<file path="config.mk">
export PLATFORM = sky130hd
export DESIGN_NAME = ir_rle_enc
export DESIGN_NICKNAME = d
export VERILOG_FILES = /design/src/rtl/ir_rle_pkg.sv /design/src/rtl/ir_rle_sync.sv /design/src/rtl/ir_rle_ctrl.sv /design/src/rtl/ir_rle_dp.sv /design/src/rtl/ir_rle_enc.sv
export SDC_FILE = /design/constraint.sdc
export NUM_CORES = 1
export LEC_CHECK = 0
export ABC_AREA = 1
export BUFFER_PORTS_ARGS = -buffer_cell sky130_fd_sc_hd__buf_4
export CAP_MARGIN = 10
export CORE_MARGIN = 10
export CORE_UTILIZATION = 63
export DETAILED_ROUTE_END_ITERATION = 10
export PLACE_DENSITY = 0.84
export SLEW_MARGIN = 40
export SYNTH_ARGS = -nofsm -noshare
export SYNTH_HDL_FRONTEND = slang
export SYNTH_SLANG_ARGS = --single-unit
</file>
<file path="constraint.sdc">
create_clock -name clk -period 6.6 [get_ports clk]
set_input_delay 0.66 -clock clk [delete_from_list [all_inputs] [get_ports clk]]
set_output_delay 0.66 -clock clk [all_outputs]
set_load 0.02 [all_outputs]
</file>
<file path="src/rtl/ir_rle_pkg.sv">
package ir_rle_pkg;

  // Per-sample decisions handed from the control to the datapath.
  typedef struct packed {
    logic tick;      // a sample is taken this cycle
    logic inPkt;     // a packet was open before this sample
    logic level;     // committed level before this sample
    logic startPkt;  // accepted pulse opens a packet
    logic levelChg;  // accepted level change inside a packet
    logic pktEnd;    // idle timeout reached on this sample
  } rleStrobe_t;

endpackage

</file>
<file path="src/rtl/ir_rle_sync.sv">
module ir_rle_sync #(
  parameter int STAGES = 2
) (
  input  logic clk,
  input  logic rstN,
  input  logic din,
  output logic dout
);

  logic [STAGES-1:0] chain;

  generate
    if (STAGES == 1) begin : g_single
      always_ff @(posedge clk or negedge rstN) begin
        if (!rstN) chain <= '0;
        else       chain <= din;
      end
    end else begin : g_multi
      always_ff @(posedge clk or negedge rstN) begin
        if (!rstN) chain <= '0;
        else       chain <= {chain[STAGES-2:0], din};
      end
    end
  endgenerate

  assign dout = chain[STAGES-1];

endmodule

</file>
<file path="src/rtl/ir_rle_ctrl.sv">
module ir_rle_ctrl
  import ir_rle_pkg::*;
#(
  parameter int SAMPLE_DIV = 64,
  parameter int NOISE_W    = 6,
  parameter int IDLE_W     = 8,
  parameter int IDLE_SHIFT = 7
) (
  input  logic               clk,
  input  logic               rstN,
  input  logic               rxEnable,
  input  logic               invert,
  input  logic [NOISE_W-1:0] noiseThr,
  input  logic [IDLE_W-1:0]  idleThr,
  input  logic               lineSync,
  output rleStrobe_t         strobe
);

  localparam int DIV_W      = (SAMPLE_DIV > 1) ? $clog2(SAMPLE_DIV) : 1;
  localparam int IDLE_CNT_W = IDLE_W + IDLE_SHIFT + 1;
  localparam logic [DIV_W-1:0] DIV_LAST = DIV_W'(SAMPLE_DIV - 1);

  logic [DIV_W-1:0]      divCnt;
  logic                  level;
  logic [NOISE_W-1:0]    pendCnt;
  logic                  inPkt;
  logic [IDLE_CNT_W-1:0] idleCnt;

  logic                  tickNow;
  logic                  sample;
  logic                  differs;
  logic                  accept;
  logic                  nextLevel;
  logic [IDLE_CNT_W-1:0] idleLimit;
  logic [IDLE_CNT_W-1:0] idleNext;
  logic                  startNow;
  logic                  chgNow;
  logic                  pktEndNow;

  always_comb begin
    tickNow   = rxEnable && (divCnt == DIV_LAST);
    sample    = lineSync ^ invert;
    differs   = (sample != level);
    accept    = tickNow && differs && (pendCnt >= noiseThr);
    nextLevel = accept ? sample : level;
    idleLimit = (IDLE_CNT_W'(idleThr) + IDLE_CNT_W'(1)) << IDLE_SHIFT;
    idleNext  = nextLevel ? '0 : idleCnt + IDLE_CNT_W'(1);
    startNow  = accept && !inPkt;
    chgNow    = accept && inPkt;
    pktEndNow = tickNow && inPkt && !nextLevel && (idleNext >= idleLimit);
  end

  always_comb begin
    strobe.tick     = tickNow;
    strobe.inPkt    = inPkt;
    strobe.level    = level;
    strobe.startPkt = startNow;
    strobe.levelChg = chgNow;
    strobe.pktEnd   = pktEndNow;
  end

  always_ff @(posedge clk or negedge rstN) begin
    if (!rstN) begin
      divCnt  <= '0;
      level   <= 1'b0;
      pendCnt <= '0;
      inPkt   <= 1'b0;
      idleCnt <= '0;
    end else if (!rxEnable) begin
      divCnt  <= '0;
      level   <= 1'b0;
      pendCnt <= '0;
      inPkt   <= 1'b0;
      idleCnt <= '0;
    end else begin
      divCnt <= tickNow ? '0 : divCnt + DIV_W'(1);
      if (tickNow) begin
        if (pktEndNow || !differs || accept) pendCnt <= '0;
        else                                 pendCnt <= pendCnt + NOISE_W'(1);
        level <= pktEndNow ? 1'b0 : nextLevel;
        if (startNow) begin
          inPkt   <= 1'b1;
          idleCnt <= '0;
        end else if (pktEndNow) begin
          inPkt   <= 1'b0;
          idleCnt <= '0;
        end else if (inPkt) begin
          idleCnt <= idleNext;
        end
      end
    end
  end


  disable_clears_chk: assert property (@(posedge clk) disable iff (!rstN)
    !rxEnable |=> (divCnt == '0) && !inPkt && (idleCnt == '0) && (pendCnt == '0));


  pkt_end_closes_chk: assert property (@(posedge clk) disable iff (!rstN)
    pktEndNow |=> !inPkt && !level);


  one_event_chk: assert property (@(posedge clk) disable iff (!rstN)
    $onehot0({startNow, chgNow, pktEndNow}));


  start_is_pulse_chk: assert property (@(posedge clk) disable iff (!rstN)
    startNow |=> inPkt && level);

  generate
    if (SAMPLE_DIV > 1) begin : g_spacing

      tick_spacing_chk: assert property (@(posedge clk) disable iff (!rstN)
        tickNow |=> !tickNow);
    end
  endgenerate

endmodule

</file>
<file path="src/rtl/ir_rle_dp.sv">
module ir_rle_dp
  import ir_rle_pkg::*;
#(
  parameter int LEN_W = 7
) (
  input  logic             clk,
  input  logic             rstN,
  input  logic             rxEnable,
  input  rleStrobe_t       st,
  output logic             codeValid,
  output logic [LEN_W:0]   codeData,
  output logic             packetEnd
);

  localparam logic [LEN_W-1:0] RUN_MAX = '1;

  logic [LEN_W-1:0] runCnt;
  logic [LEN_W-1:0] lastLen;

  // Length of the closing space code; saturates if the timeout coincides with a split.
  assign lastLen = (runCnt == RUN_MAX) ? RUN_MAX : runCnt + LEN_W'(1);

  always_ff @(posedge clk or negedge rstN) begin
    if (!rstN) begin
      runCnt    <= '0;
      codeValid <= 1'b0;
      codeData  <= '0;
      packetEnd <= 1'b0;
    end else begin
      codeValid <= 1'b0;
      packetEnd <= 1'b0;
      if (!rxEnable) begin
        runCnt <= '0;
      end else if (st.tick) begin
        if (st.startPkt) begin
          runCnt <= '0;
        end else if (st.inPkt) begin
          if (st.pktEnd) begin
            codeValid <= 1'b1;
            packetEnd <= 1'b1;
            codeData  <= {1'b0, lastLen};
            runCnt    <= '0;
          end else if (st.levelChg) begin
            codeValid <= 1'b1;
            codeData  <= {st.level, runCnt};
            runCnt    <= '0;
          end else if (runCnt == RUN_MAX) begin
            codeValid <= 1'b1;
            codeData  <= {st.level, RUN_MAX};
            runCnt    <= '0;
          end else begin
            runCnt <= runCnt + LEN_W'(1);
          end
        end
      end
    end
  end


  code_after_tick_chk: assert property (@(posedge clk) disable iff (!rstN)
    codeValid |-> $past(st.tick));


  end_with_space_chk: assert property (@(posedge clk) disable iff (!rstN)
    packetEnd |-> codeValid && !codeData[LEN_W]);


  codes_in_pkt_chk: assert property (@(posedge clk) disable iff (!rstN)
    codeValid |-> $past(st.inPkt));


  quiet_when_off_chk: assert property (@(posedge clk) disable iff (!rstN)
    !rxEnable |=> !codeValid && (runCnt == '0));

endmodule

</file>
<file path="src/rtl/ir_rle_enc.sv">
module ir_rle_enc
  import ir_rle_pkg::*;
#(
  parameter int SAMPLE_DIV  = 64,
  parameter int LEN_W       = 7,
  parameter int NOISE_W     = 6,
  parameter int IDLE_W      = 8,
  parameter int IDLE_SHIFT  = 7,
  parameter int SYNC_STAGES = 2
) (
  input  logic               clk,
  input  logic               rstN,
  input  logic               rxEnable,
  input  logic               invert,
  input  logic [NOISE_W-1:0] noiseThr,
  input  logic [IDLE_W-1:0]  idleThr,
  input  logic               irIn,
  output logic               codeValid,
  output logic [LEN_W:0]     codeData,
  output logic               packetEnd
);

  logic       lineSync;
  rleStrobe_t strobe;

  ir_rle_sync #(.STAGES(SYNC_STAGES)) uSync (
    .clk  (clk),
    .rstN (rstN),
    .din  (irIn),
    .dout (lineSync)
  );

  ir_rle_ctrl #(
    .SAMPLE_DIV (SAMPLE_DIV),
    .NOISE_W    (NOISE_W),
    .IDLE_W     (IDLE_W),
    .IDLE_SHIFT (IDLE_SHIFT)
  ) uCtrl (
    .clk      (clk),
    .rstN     (rstN),
    .rxEnable (rxEnable),
    .invert   (invert),
    .noiseThr (noiseThr),
    .idleThr  (idleThr),
    .lineSync (lineSync),
    .strobe   (strobe)
  );

  ir_rle_dp #(.LEN_W(LEN_W)) uDp (
    .clk       (clk),
    .rstN      (rstN),
    .rxEnable  (rxEnable),
    .st        (strobe),
    .codeValid (codeValid),
    .codeData  (codeData),
    .packetEnd (packetEnd)
  );

endmodule

</file>
==> metrics.log, run 1 <==
[metrics] result of the run: finished, final reports clean
[metrics] vertical extent of the die: 91.2 µm
[metrics] htree depth: 2
[metrics] Worst Setup End Kind: flop
[metrics] count of input and output buffers: 28
[metrics] initial antenna violation count: 0
[metrics] Worst Skew: 0.00802 ns
[metrics] max frequency: 240 MHz
[metrics] Worst EP required: 6.84 ns
[metrics] area of the mapped netlist: 3200 µm²
[metrics] flop and latch count out of synthesis: 49
[metrics] number of violations of the max-capacitance limit: 0
[metrics] starting density of the core: 66.4%
[metrics] sequential-to-total area share from yosys stat: 38.4%
[metrics] area of the die: 8320 µm²
[metrics] minimum period implied by the final worst setup slack: 4.17 ns
[metrics] commonest cells in the netlist: 108 x sky130_fd_sc_hd__nand2_1, 61 x sky130_fd_sc_hd__inv_1, 49 x sky130_fd_sc_hd__dfrtp_1, 36 x sky130_fd_sc_hd__nor2_1, 31 x sky130_fd_sc_hd__nand3_1
[metrics] fraction of post-synthesis cell area in the top cell type by area: 38.4%
[metrics] first-pass iteration count of the detailed router: 5
[metrics] sequential share of power: 57.7%
[metrics] hold buffer count at cts: 0
[metrics] syn_nets: 468
[metrics] nets: 496
[metrics] non-filler cells, final: 525
[metrics] type of the tightest min-delay check: in2async
[metrics] prevailing post-synth register cell: sky130_fd_sc_hd__dfrtp_1
[metrics] wire length of the first global-routing pass: 12100 µm
[metrics] number of enable flip-flop cells after synthesis: 0
[metrics] detailed-route via count: 2829
[metrics] cell type with the highest aggregate area in the netlist: sky130_fd_sc_hd__dfrtp_1
[metrics] share of total power in combinational logic: 9.6%
[metrics] synthesized instance count: 429
[metrics] GRT Util Overall: 17.1%
[metrics] vias in the first global route: 2726
[metrics] fraction of final layout cells sized beyond drive strength 1: 13.3%
[metrics] fin crit share: 63.2%
[metrics] number of gates resized after cts: 0
[metrics] final WL: 6910 µm
[metrics] floorplan core area: 4820 µm²
[metrics] Overflow after GRT: 0
[metrics] CP Launch Type: input pin
[metrics] I/O Pins: 29
[metrics] cell with the most instances after synthesis: sky130_fd_sc_hd__nand2_1
[metrics] GP Congestion: 0.947
[metrics] average routed wire per standard cell: 13.2 µm
[metrics] VDD IR max: 0.138 mV
[metrics] end-of-flow core utilization: 73.2%
[metrics] clock buffers created by TritonCTS: 5
[metrics] Crit path arrival time: 4.42 ns
[metrics] clock sink count: 49
[metrics] count of final setup violators: 0
[metrics] largest net degree at the start of global routing: 50
[metrics] worst slew margin relative to its limit: 55.2%
[metrics] antenna-violating nets left: 0
[metrics] highest net fanout along the worst path: 21
[metrics] static leakage: 0.00178 µW
[metrics] register-to-register setup slack: 2.48 ns
[metrics] die extent in x: 91.2 µm
[metrics] Async SR Flop Fraction: 100%
[metrics] CTS tree: done
[metrics] net switching power figure: 138 µW
[metrics] P_int: 397 µW
[metrics] top area cells in the synthesized netlist: sky130_fd_sc_hd__dfrtp_1 38%, sky130_fd_sc_hd__nand2_1 13%, sky130_fd_sc_hd__ha_1 7.8%
[metrics] clock slew seen by the registers of the worst setup and hold paths: 0.10 ns
[metrics] DP HPWL: 5310 µm
[metrics] fin. max-slew vios: 0
[metrics] final hold violation count: 0
[metrics] ratio of routed vias to standard cells: 5.39
[metrics] switching part of the total: 25.8%
[metrics] Total Negative Setup Slacks: 0 ns
[metrics] Tightest Pin Transition: 0.669 ns
[metrics] Post-Place Cells: 517
[metrics] standard-cell rows: 25
[metrics] power share of the clock group: 32.7%
[metrics] average cell area after synthesis: 7.45 µm²
[metrics] Warnings, synthesis: 0
[metrics] area added between synthesis and finish: 10.3%
[metrics] Bufs on Longest Clock Path: 2
[metrics] master cell of the clock root buffer: sky130_fd_sc_hd__clkbuf_8
[metrics] Skew-Pair Late Insertion Delay: 0.30 ns
[metrics] PwrDens: 152 nW/µm²
[metrics] classification of the worst setup path: in2reg
[metrics] RSZ-0062 raised after global routing: no
[metrics] Iter 0 DRT Violations: 268
[metrics] DRC Markers: 0
[metrics] Antenna Cells: 0
[metrics] buffer count from post-CTS setup fixing: 0
[metrics] post-synthesis cell type count: 33
==> cells in the final DEF (no fill, tap or decap), types with 3 or more instances in the layout <==
| cell | count |
|---|---|
| sky130_fd_sc_hd__nand2_1 | 108 |
| sky130_fd_sc_hd__inv_1 | 61 |
| sky130_fd_sc_hd__dfrtp_1 | 49 |
| sky130_fd_sc_hd__nor2_1 | 36 |
| sky130_fd_sc_hd__nand3_1 | 31 |
| sky130_fd_sc_hd__buf_4 | 29 |
| sky130_fd_sc_hd__o21ai_0 | 21 |
| sky130_fd_sc_hd__ha_1 | 20 |
| sky130_fd_sc_hd__nand4_1 | 15 |
| sky130_fd_sc_hd__xor2_1 | 13 |
| sky130_fd_sc_hd__a21oi_1 | 11 |
| sky130_fd_sc_hd__nand2_2 | 8 |
| sky130_fd_sc_hd__o21ai_1 | 8 |
| sky130_fd_sc_hd__o22ai_1 | 8 |
| sky130_fd_sc_hd__nor3_1 | 5 |
| sky130_fd_sc_hd__clkbuf_8 | 5 |
| sky130_fd_sc_hd__o21ai_2 | 4 |
| sky130_fd_sc_hd__nand3_2 | 3 |
| sky130_fd_sc_hd__nor2_2 | 3 |
| sky130_fd_sc_hd__clkinv_2 | 3 |
| sky130_fd_sc_hd__xnor2_1 | 3 |
==> sequential cells by signal, summed over array words and instances, names as in the netlist <==
name and cells:
uCtrl.idleCnt 16, uDp.codeData 8, uDp.runCnt 7, uCtrl.divCnt 6, uCtrl.pendCnt 6, uSync.chain 2
uCtrl.inPkt 1, uCtrl.level 1, uDp.codeValid 1, uDp.packetEnd 1
==> kinds of logic (layout without fill, tap and decap cells) <==
family / count (synthesis) / in the layout / synth area share, %
simple gates: 217 / 217 / 30.5
buf+inv: 73 / 102 / 9.59
compound gates: 54 / 54 / 9.39
flops: 49 / 49 / 38.4
fa+ha+maj: 20 / 20 / 7.83
xor+xnor: 16 / 16 / 4.38
==> worst paths after layout <==
check | start | to | cells after the start
worst max-delay path | noiseThr[5] | uCtrl.idleCnt[1]$_DFFE_PN0P_ | 23
worst min-delay path | rstN | uCtrl.idleCnt[2]$_DFFE_PN0P_ | 1
worst max register to register | uCtrl.pendCnt[5]$_DFFE_PN0P_ | uCtrl.idleCnt[1]$_DFFE_PN0P_ | 21
worst min register to register | uSync.chain[0]$_DFF_PN0_ | uSync.chain[1]$_DFF_PN0_ | 0
max in group asynchronous | rstN | uCtrl.idleCnt[12]$_DFFE_PN0P_ | 1
min in group clk | uSync.chain[0]$_DFF_PN0_ | uSync.chain[1]$_DFF_PN0_ | 0
==> per-stage QoR <==
step | instance area (µm²) | total power [µW] | setup slack, ns | hold slack [ns]
2_1_floorplan | 3200 | 341 | 3.13 | 0.331
3_3_place_gp | 3440 | 364 | 2.27 | 0.332
3_5_place_dp | 3440 | 366 | 2.15 | 0.350
4_1_cts | 3530 | 538 | 2.47 | 0.372
5_1_grt | 3530 | 560 | 2.01 | 0.394
6_report | 3530 | 535 | 2.43 | 0.366
==> area by class of cell <==
class / count / area (µm²)
clock buffer: 5 / 68.8
multi-input combinational: 307 / 1660
clock inverter: 3 / 17.5
sequential: 49 / 1230
tap: 67 / 83.8
timing repair buffer: 29 / 218
fill: 406 / 1290
inverter: 65 / 248
==> critical path, stage by stage <==
cell and delay (ns):
sky130_fd_sc_hd__buf_4 0.07, sky130_fd_sc_hd__inv_1 0.03, sky130_fd_sc_hd__ha_1 0.29, sky130_fd_sc_hd__nand2_1 0.09, sky130_fd_sc_hd__inv_1 0.04, sky130_fd_sc_hd__a21oi_1 0.13, sky130_fd_sc_hd__nand2_1 0.14, sky130_fd_sc_hd__nand3_1 0.11
sky130_fd_sc_hd__nand2_2 0.19, sky130_fd_sc_hd__inv_4 0.14, sky130_fd_sc_hd__o21ai_0 0.10, sky130_fd_sc_hd__a21oi_1 0.25, sky130_fd_sc_hd__ha_1 0.30, sky130_fd_sc_hd__a21oi_1 0.15, sky130_fd_sc_hd__or2_2 0.11, sky130_fd_sc_hd__a21boi_0 0.08
sky130_fd_sc_hd__nor2_1 0.12, sky130_fd_sc_hd__nand2_2 0.12, sky130_fd_sc_hd__nand2_2 0.32, sky130_fd_sc_hd__nand2_1 0.12, sky130_fd_sc_hd__nor2_1 0.55, sky130_fd_sc_hd__nand3_1 0.18, sky130_fd_sc_hd__nand2_1 0.11
==> metal layers <==
metal | GRT usage (%) | routed length (µm)
met3 | 3.95 | 378
met5 | 0 | 0
met4 | 6.40 | 108
met1 | 21.0 | 3130
met2 | 28.7 | 3300
==> power by group through the flow <==
stage	Sequential, µW	Combinational [µW]	Clock, µW
floorplan	313	27.9	0
global placement	314	49.8	0
detailed placement	314	51.1	0
CTS	309	51.3	178
global route	310	58.3	192
finish	309	51.2	175
(Power assumes the default switching activity.)
==> run 2: changes to the inputs <==
ABC_AREA = 0   (was 1)
CORE_UTILIZATION = 60   (was 63)
PLACE_DENSITY = 0.8   (was 0.84)
clock period = 3.94 ns   (was 6.6 ns; I/O delays follow)
==> run 2 against run 1 <==
  * Sequential cell count unchanged
  * Sequential power increased by 64%
  * Utilization increased by 3.5 points
  * The run now ends with negative setup slack left
  * Highest routed layer unchanged
  * Cell area increased by 12%
  * Combinational power increased by 40%
  * Setup slack got worse by 2.5 ns
  * Total power increased by 82%
  * Critical endpoint is now uCtrl.idleCnt[4]$_DFFE_PN0P_
  * Critical path depth decreased by 6
  * First-iteration DRC count increased by 3.0%
  * Critical path type is now reg2reg
==> metrics.log, run 2 <==
[metrics] Total Negative Setup Slacks: -0.645 ns
[metrics] Skew-Pair Late Insertion Delay: 0.32 ns
[metrics] GP Congestion: 0.850
[metrics] met3 layer usage reported by global route: 3.63%
[metrics] final WL: 8370 µm
[metrics] fraction of post-synthesis cell area in the top cell type by area: 38.6%
[metrics] end-of-flow core utilization: 76.7%
[metrics] Antenna Cells: 0
[metrics] VDD IR max: 0.253 mV
[metrics] violated checks: negative setup slack
[metrics] result of the run: finished with violations
[metrics] starting density of the core: 61.9%
[metrics] average cell area after synthesis: 9.49 µm²
[metrics] number of violations of the max-capacitance limit: 0
[metrics] antenna-violating nets left: 0
[metrics] highest net fanout along the worst path: 8
[metrics] clock buffers created by TritonCTS: 5
[metrics] count of final setup violators: 18
[metrics] post-synthesis cell type count: 60
[metrics] Warnings, synthesis: 0
[metrics] initial antenna violation count: 0
[metrics] number of enable flip-flop cells after synthesis: 0
[metrics] master cell of the clock root buffer: sky130_fd_sc_hd__clkbuf_8
[metrics] nets: 420
[metrics] CTS tree: done
[metrics] register with the highest flop count: uCtrl.idleCnt
[metrics] standard-cell rows: 26
[metrics] RSZ-0062 raised after global routing: yes
[metrics] DP HPWL: 5100 µm
[metrics] Overflow after GRT: 0
[metrics] htree depth: 2
[metrics] static leakage: 0.00173 µW
[metrics] vertical extent of the die: 92.8 µm
[metrics] ratio of routed vias to standard cells: 6.38
[metrics] clock sink count: 49
[metrics] final hold violation count: 0
[metrics] average routed wire per standard cell: 18.5 µm
[metrics] area of the die: 8610 µm²
[metrics] PwrDens: 246 nW/µm²
[metrics] biggest regs: uCtrl.idleCnt: 16 flops, uDp.codeData: 8 flops, uDp.runCnt: 7 flops
[metrics] Bufs on Longest Clock Path: 2
[metrics] clock slew seen by the registers of the worst setup and hold paths: 0.11 ns
[metrics] synthesized instance count: 335
[metrics] final setup margin: -0.0839 ns
[metrics] area of the mapped netlist: 3180 µm²
[metrics] most common library cell in the layout ignoring fill and taps: sky130_fd_sc_hd__dfrtp_1
[metrics] prevailing post-synth register cell: sky130_fd_sc_hd__dfrtp_1
[metrics] most congested layer reported by global routing: met2
[metrics] cell type with the highest aggregate area in the netlist: sky130_fd_sc_hd__dfrtp_1
[metrics] count of input and output buffers: 28
[metrics] fraction of final layout cells sized beyond drive strength 1: 28.8%
[metrics] sequential-to-total area share from yosys stat: 38.6%
[metrics] I/O Pins: 29
[metrics] GRT Util Overall: 17.0%
[metrics] Tightest Pin Transition: 1.08 ns
[metrics] syn_nets: 374
[metrics] worst slew margin relative to its limit: 25.6%
[metrics] Worst Skew: 0.0193 ns
[metrics] largest net degree at the start of global routing: 50
[metrics] Worst Hold Margin: 0.0879 ns
[metrics] Worst EP required: 4.13 ns
[metrics] R2R cell count: 17
[metrics] first-pass iteration count of the detailed router: 5
[metrics] leading cell types in the layout, fill and taps excluded: 47 x sky130_fd_sc_hd__dfrtp_1, 45 x sky130_fd_sc_hd__buf_4, 23 x sky130_fd_sc_hd__nor2_1, 23 x sky130_fd_sc_hd__nand2_1, 20 x sky130_fd_sc_hd__nand3_1
[metrics] die extent in x: 92.8 µm
[metrics] minimum period implied by the final worst setup slack: 4.02 ns
[metrics] type of the tightest min-delay check: in2async
[metrics] classification of the worst setup path: reg2reg
[metrics] fin. max-slew vios: 0
[metrics] Worst Setup End Kind: flop
[metrics] Iter 0 DRT Violations: 276
[metrics] met1 Resource Use GR: 19.7%
[metrics] flop and latch count out of synthesis: 49
[metrics] cell with the most instances after synthesis: sky130_fd_sc_hd__dfrtp_1
[metrics] floorplan core area: 5140 µm²
[metrics] global routing met2 resource utilization: 30.8%
[metrics] Crit path arrival time: 4.21 ns
[metrics] area added between synthesis and finish: 23.9%
[metrics] Async SR Flop Fraction: 100%
[metrics] top area cells in the synthesized netlist: sky130_fd_sc_hd__dfrtp_1 39%, sky130_fd_sc_hd__ha_1 7.9%, sky130_fd_sc_hd__xor2_1 4.4%
[metrics] CP Launch Type: flop
[metrics] fin crit share: 102%
[metrics] commonest cells in the netlist: 49 x sky130_fd_sc_hd__dfrtp_1, 27 x sky130_fd_sc_hd__nor2_1, 24 x sky130_fd_sc_hd__nand2_1, 20 x sky130_fd_sc_hd__ha_1, 20 x sky130_fd_sc_hd__nand3_1
[metrics] hold buffer count at cts: 0
[metrics] number of flip-flops under the largest register name: 16
[metrics] detailed-route via count: 2882
[metrics] max frequency: 249 MHz
[metrics] DRC Markers: 0
[metrics] vias in the first global route: 2804
[metrics] wire length of the first global-routing pass: 12600 µm
## run 2: cell types whose count changed after synthesis, sizes merged, moves of 6 or more
cell   change
xnor2      +8
mux2i      +6
nand3     -13
inv       -52
a22o       +9
nor2      -13
nand4      -6
a21o       +6
a21oi      +8
and3       +6
nand2     -91
o21ai     -20
a31oi      +6
## run 2: final cells by class
cell class | count | area [µm²]
inverters | 12 | 45.0
flip-flops and latches | 49 | 1230
fillers | 354 | 1200
well taps | 70 | 87.6
repair buffers | 49 | 383
clock buffers | 6 | 82.6
clock inverters | 2 | 37.5
multi-input cells | 264 | 2080
## run 2: path summary, 6_finish.rpt
path	startpoint	to	slack [ns]
worst max-delay path	uCtrl.pendCnt[2]$_DFFE_PN0P_	uCtrl.idleCnt[4]$_DFFE_PN0P_	-0.08
worst min-delay path	rstN	uCtrl.pendCnt[5]$_DFFE_PN0P_	0.09
worst max register to register	uCtrl.pendCnt[2]$_DFFE_PN0P_	uCtrl.idleCnt[4]$_DFFE_PN0P_	-0.08
worst min register to register	uSync.chain[0]$_DFF_PN0_	uSync.chain[1]$_DFF_PN0_	0.36
max in group asynchronous	rstN	uCtrl.idleCnt[2]$_DFFE_PN0P_	3.37
min in group clk	irIn	uSync.chain[0]$_DFF_PN0_	0.20
## run 2: per-stage QoR
stage / total power (µW) / worst slack, ns / instance area, µm² / cells
2_1_floorplan: 548 / 0.262 / 3180 / 335
3_3_place_gp: 580 / -0.0206 / 3440 / 427
3_5_place_dp: 583 / -0.179 / 3440 / 427
4_1_cts: 964 / -0.0540 / 3590 / 438
5_1_grt: 995 / -0.282 / 3940 / 452
6_report: 971 / -0.0839 / 3940 / 452
## run 2: where the power goes
group | internal [µW] | total (µW) | leakage (µW) | switching [µW]
Sequential | 506 | 508 | 0.000674 | 2.12
Clock | 207 | 391 | 0.0000574 | 184
Combinational | 29.8 | 71.8 | 0.00100 | 42.0
## run 2: metal layers
layer / wire length (µm) / vias up / part of all wire, %
li1: - / 1329 / -
met1: 3390 / 1452 / 40
met2: 4390 / 82 / 52
met3: 398 / 19 / 4.8
met4: 193 / 0 / 2.3
met5: 0 / - / 0
## run 2: worst max-delay path, cell delays in order, from the launching register on
cell	delay (ns)
sky130_fd_sc_hd__dfrtp_2	0.44
sky130_fd_sc_hd__ha_4	0.29
sky130_fd_sc_hd__a21o_1	0.17
sky130_fd_sc_hd__a31oi_4	0.05
sky130_fd_sc_hd__o21ai_2	0.15
sky130_fd_sc_hd__nor2b_4	0.22
sky130_fd_sc_hd__mux2_4	0.37
sky130_fd_sc_hd__nor2_4	0.11
sky130_fd_sc_hd__inv_2	0.05
sky130_fd_sc_hd__ha_4	0.24
sky130_fd_sc_hd__nand3b_1	0.12
sky130_fd_sc_hd__nor4b_4	0.31
sky130_fd_sc_hd__nand4_1	0.25
sky130_fd_sc_hd__o211ai_4	0.50
sky130_fd_sc_hd__nor3_4	0.10
sky130_fd_sc_hd__buf_6	0.16
sky130_fd_sc_hd__a21o_1	0.15
sky130_fd_sc_hd__a22o_1	0.20
## run 2: cells by family after synthesis
group | share of synthesized area, %
fa+ha+maj | 7.87
compound gates | 17.7
mux | 2.95
simple gates | 21.5
flops | 38.6
buf+inv | 4.01
xor+xnor | 7.43
## run 2: repair_timing
action	in CTS	in global routing
pin swaps	3	29
buffers inserted	3	12
resized for setup	2	53
setup endpoints to repair	18	39
gates cloned	0	3
==> run 3: changes to the inputs <==
SETUP_SLACK_MARGIN = 0.1   (was unset)
==> run 3 against run 2 <==
  * Cell count up 0.44%
  * Utilization up 1.2 points
  * Combinational power up 2%
  * Hold slack worse by 0.011 ns
  * Largest cell class unchanged
  * Global-route usage up 1.0 points
  * First-iteration DRC count down 1.8%
  * The run still ends with negative setup slack left
  * Setup slack better by 0.069 ns
  * Critical endpoint is now uCtrl.pendCnt[3]$_DFFE_PN0P_
  * Via count up 1.9%
  * Critical path depth down 2
==> metrics.log, run 3 (synthesized netlist as in run 2, its figures left out) <==
[metrics] result of the run: finished with violations
[metrics] violated checks: negative setup slack
[metrics] final hold violation count: 0
[metrics] register with the highest flop count: uCtrl.idleCnt
[metrics] Skew-Pair Late Insertion Delay: 0.32 ns
[metrics] switching part of the total: 23.9%
[metrics] Tightest Pin Transition: 0.869 ns
[metrics] Worst EP required: 4.15 ns
[metrics] PwrDens: 244 nW/µm²
[metrics] type of the tightest min-delay check: in2async
[metrics] clock buffers created by TritonCTS: 5
[metrics] count of input and output buffers: 28
[metrics] vias in the first global route: 2861
[metrics] Iter 0 DRT Violations: 271
[metrics] clock sink count: 49
[metrics] detailed-route via count: 2936
[metrics] average routed wire per standard cell: 18.8 µm
[metrics] Worst Skew: 0.0162 ns
[metrics] DRC Markers: 0
[metrics] wire length of the first global-routing pass: 13200 µm
[metrics] count of final setup violators: 2
[metrics] worst slew margin relative to its limit: 40.4%
[metrics] die extent in x: 92.8 µm
[metrics] cell family with the largest share of critical-path delay: simple AND/OR/NAND/NOR gates
[metrics] static leakage: 0.00175 µW
[metrics] P_int: 744 µW
[metrics] sequential share of power: 52.0%
[metrics] share of total power in combinational logic: 7.5%
[metrics] fin. max-slew vios: 0
[metrics] Crit path arrival time: 4.17 ns
[metrics] VDD IR max: 0.261 mV
[metrics] max frequency: 253 MHz
[metrics] first-pass iteration count of the detailed router: 5
[metrics] placed cell areas: 3440 µm²
[metrics] CP Launch Type: flop
[metrics] master cell of the clock root buffer: sky130_fd_sc_hd__clkbuf_8
[metrics] final setup margin: -0.0145 ns
[metrics] largest net degree at the start of global routing: 50
[metrics] antenna-violating nets left: 0
[metrics] end-of-flow core utilization: 77.9%
[metrics] summed area of non-filler cells in the final layout: 4000 µm²
[metrics] Worst Setup End Kind: flop
[metrics] power share of the clock group: 40.5%
[metrics] hold buffer count at cts: 0
[metrics] DP HPWL: 5100 µm
[metrics] classification of the worst setup path: reg2reg
[metrics] leading cell types in the layout, fill and taps excluded: 47 x sky130_fd_sc_hd__dfrtp_1, 44 x sky130_fd_sc_hd__buf_4, 23 x sky130_fd_sc_hd__nand2_1
[metrics] highest net fanout along the worst path: 6
[metrics] floorplan core area: 5140 µm²
[metrics] GRT Util Overall: 18.0%
[metrics] htree depth: 2
[metrics] starting density of the core: 61.9%
[metrics] final WL: 8550 µm
[metrics] most common library cell in the layout ignoring fill and taps: sky130_fd_sc_hd__dfrtp_1
[metrics] Antenna Cells: 0
[metrics] I/O Pins: 29
[metrics] clock slew seen by the registers of the worst setup and hold paths: 0.10 ns
[metrics] initial antenna violation count: 0
[metrics] cell breakdown of the critical path: and4_4, nand3_1, nor3_2, and3_1, xnor2_1, nor2_1, ha_1, and4_1, nor4b_2, nand4_1, o211a_4, o31ai_4, buf_6, nor3_4, a211o_1
[metrics] slowest cell on the critical path: sky130_fd_sc_hd__dfrtp_1
[metrics] RSZ-0062 raised after global routing: yes
[metrics] CTS tree: done
[metrics] worst path bufs/invs: 1
[metrics] vertical extent of the die: 92.8 µm
[metrics] GP Congestion: 0.850
[metrics] fin crit share: 100%
[metrics] fraction of final layout cells sized beyond drive strength 1: 31.3%
[metrics] number of flip-flops under the largest register name: 16
[metrics] ratio of routed vias to standard cells: 6.47
[metrics] net switching power figure: 233 µW
[metrics] standard-cell rows: 26
[metrics] area added between synthesis and finish: 25.9%
[metrics] minimum period implied by the final worst setup slack: 3.95 ns
[metrics] nets: 422
[metrics] worst-case setup slack after placement: -0.179 ns
[metrics] number of violations of the max-capacitance limit: 0
[metrics] area of the die: 8610 µm²
[metrics] Bufs on Longest Clock Path: 2
[metrics] largest stage delay on the critical path: 0.46 ns
[metrics] Overflow after GRT: 0
[metrics] biggest regs: uCtrl.idleCnt: 16 flops, uDp.codeData: 8 flops, uDp.runCnt: 7 flops
## run 3: what timing repair did
item,in CTS,in global routing
gates resized for setup,22,43
setup buffers,6,13
setup endpoints to repair,31,39
cloned,1,1
pin swaps,3,31
## run 3: worst paths after layout
check,startpoint,endpoint,slack (ns),cells after the start
setup / recovery,uCtrl.idleCnt[4]$_DFFE_PN0P_,uCtrl.pendCnt[3]$_DFFE_PN0P_,-0.01,15
min in group clk,irIn,uSync.chain[0]$_DFF_PN0_,0.19,1
max in group asynchronous,rstN,uCtrl.idleCnt[2]$_DFFE_PN0P_,3.38,1
setup reg to reg,uCtrl.idleCnt[4]$_DFFE_PN0P_,uCtrl.pendCnt[3]$_DFFE_PN0P_,-0.01,15
hold reg to reg,uSync.chain[0]$_DFF_PN0_,uSync.chain[1]$_DFF_PN0_,0.35,0
hold / removal,rstN,uCtrl.pendCnt[5]$_DFFE_PN0P_,0.08,1
## run 3: area by class of cell
class	instances	area, µm²
multi-input combinational	263	2100
sequential	49	1230
inverter	12	45.0
timing repair buffer	52	423
tap	70	87.6
clock inverter	2	37.5
clock buffer	6	82.6
fill	355	1140
## run 3: worst register-to-register path, delay by kind of cell (launching register included)
family	cells	cell delay (ns)
compound gates	3	0.89
xor+xnor	1	0.15
fa+ha+maj	1	0.31
buf+inv	1	0.17
flops	1	0.46
simple gates	9	1.89
## run 3: through the flow
step / instances / TNS [ns] / hold WS, ns / total power, µW
after floorplan: 335 / 0 / 0.0984 / 548
after global routing: 454 / -2.73 / 0.135 / 1000
final: 454 / -0.0188 / 0.0769 / 977
after detailed placement: 427 / -1.99 / 0.336 / 583
after global placement: 427 / -0.153 / 0.335 / 580
after CTS: 442 / 0 / 0.111 / 965
## run 3: power by group through the flow
stage	logic [µW]	clock network [µW]	registers, µW
finish	73.5	396	508
global route	81.9	413	509
CTS	66.4	390	508
detailed placement	65.1	0	518
global placement	62.2	0	518
floorplan	30.5	0	518
## run 3: per-layer routing
metal	vias to the layer above	GRT usage, %	wire length [µm]
met5	-	0	0
li1	1329	-	-
met2	127	32.7	4480
met4	0	5.27	217
met1	1453	20.9	3350
met3	27	3.39	499
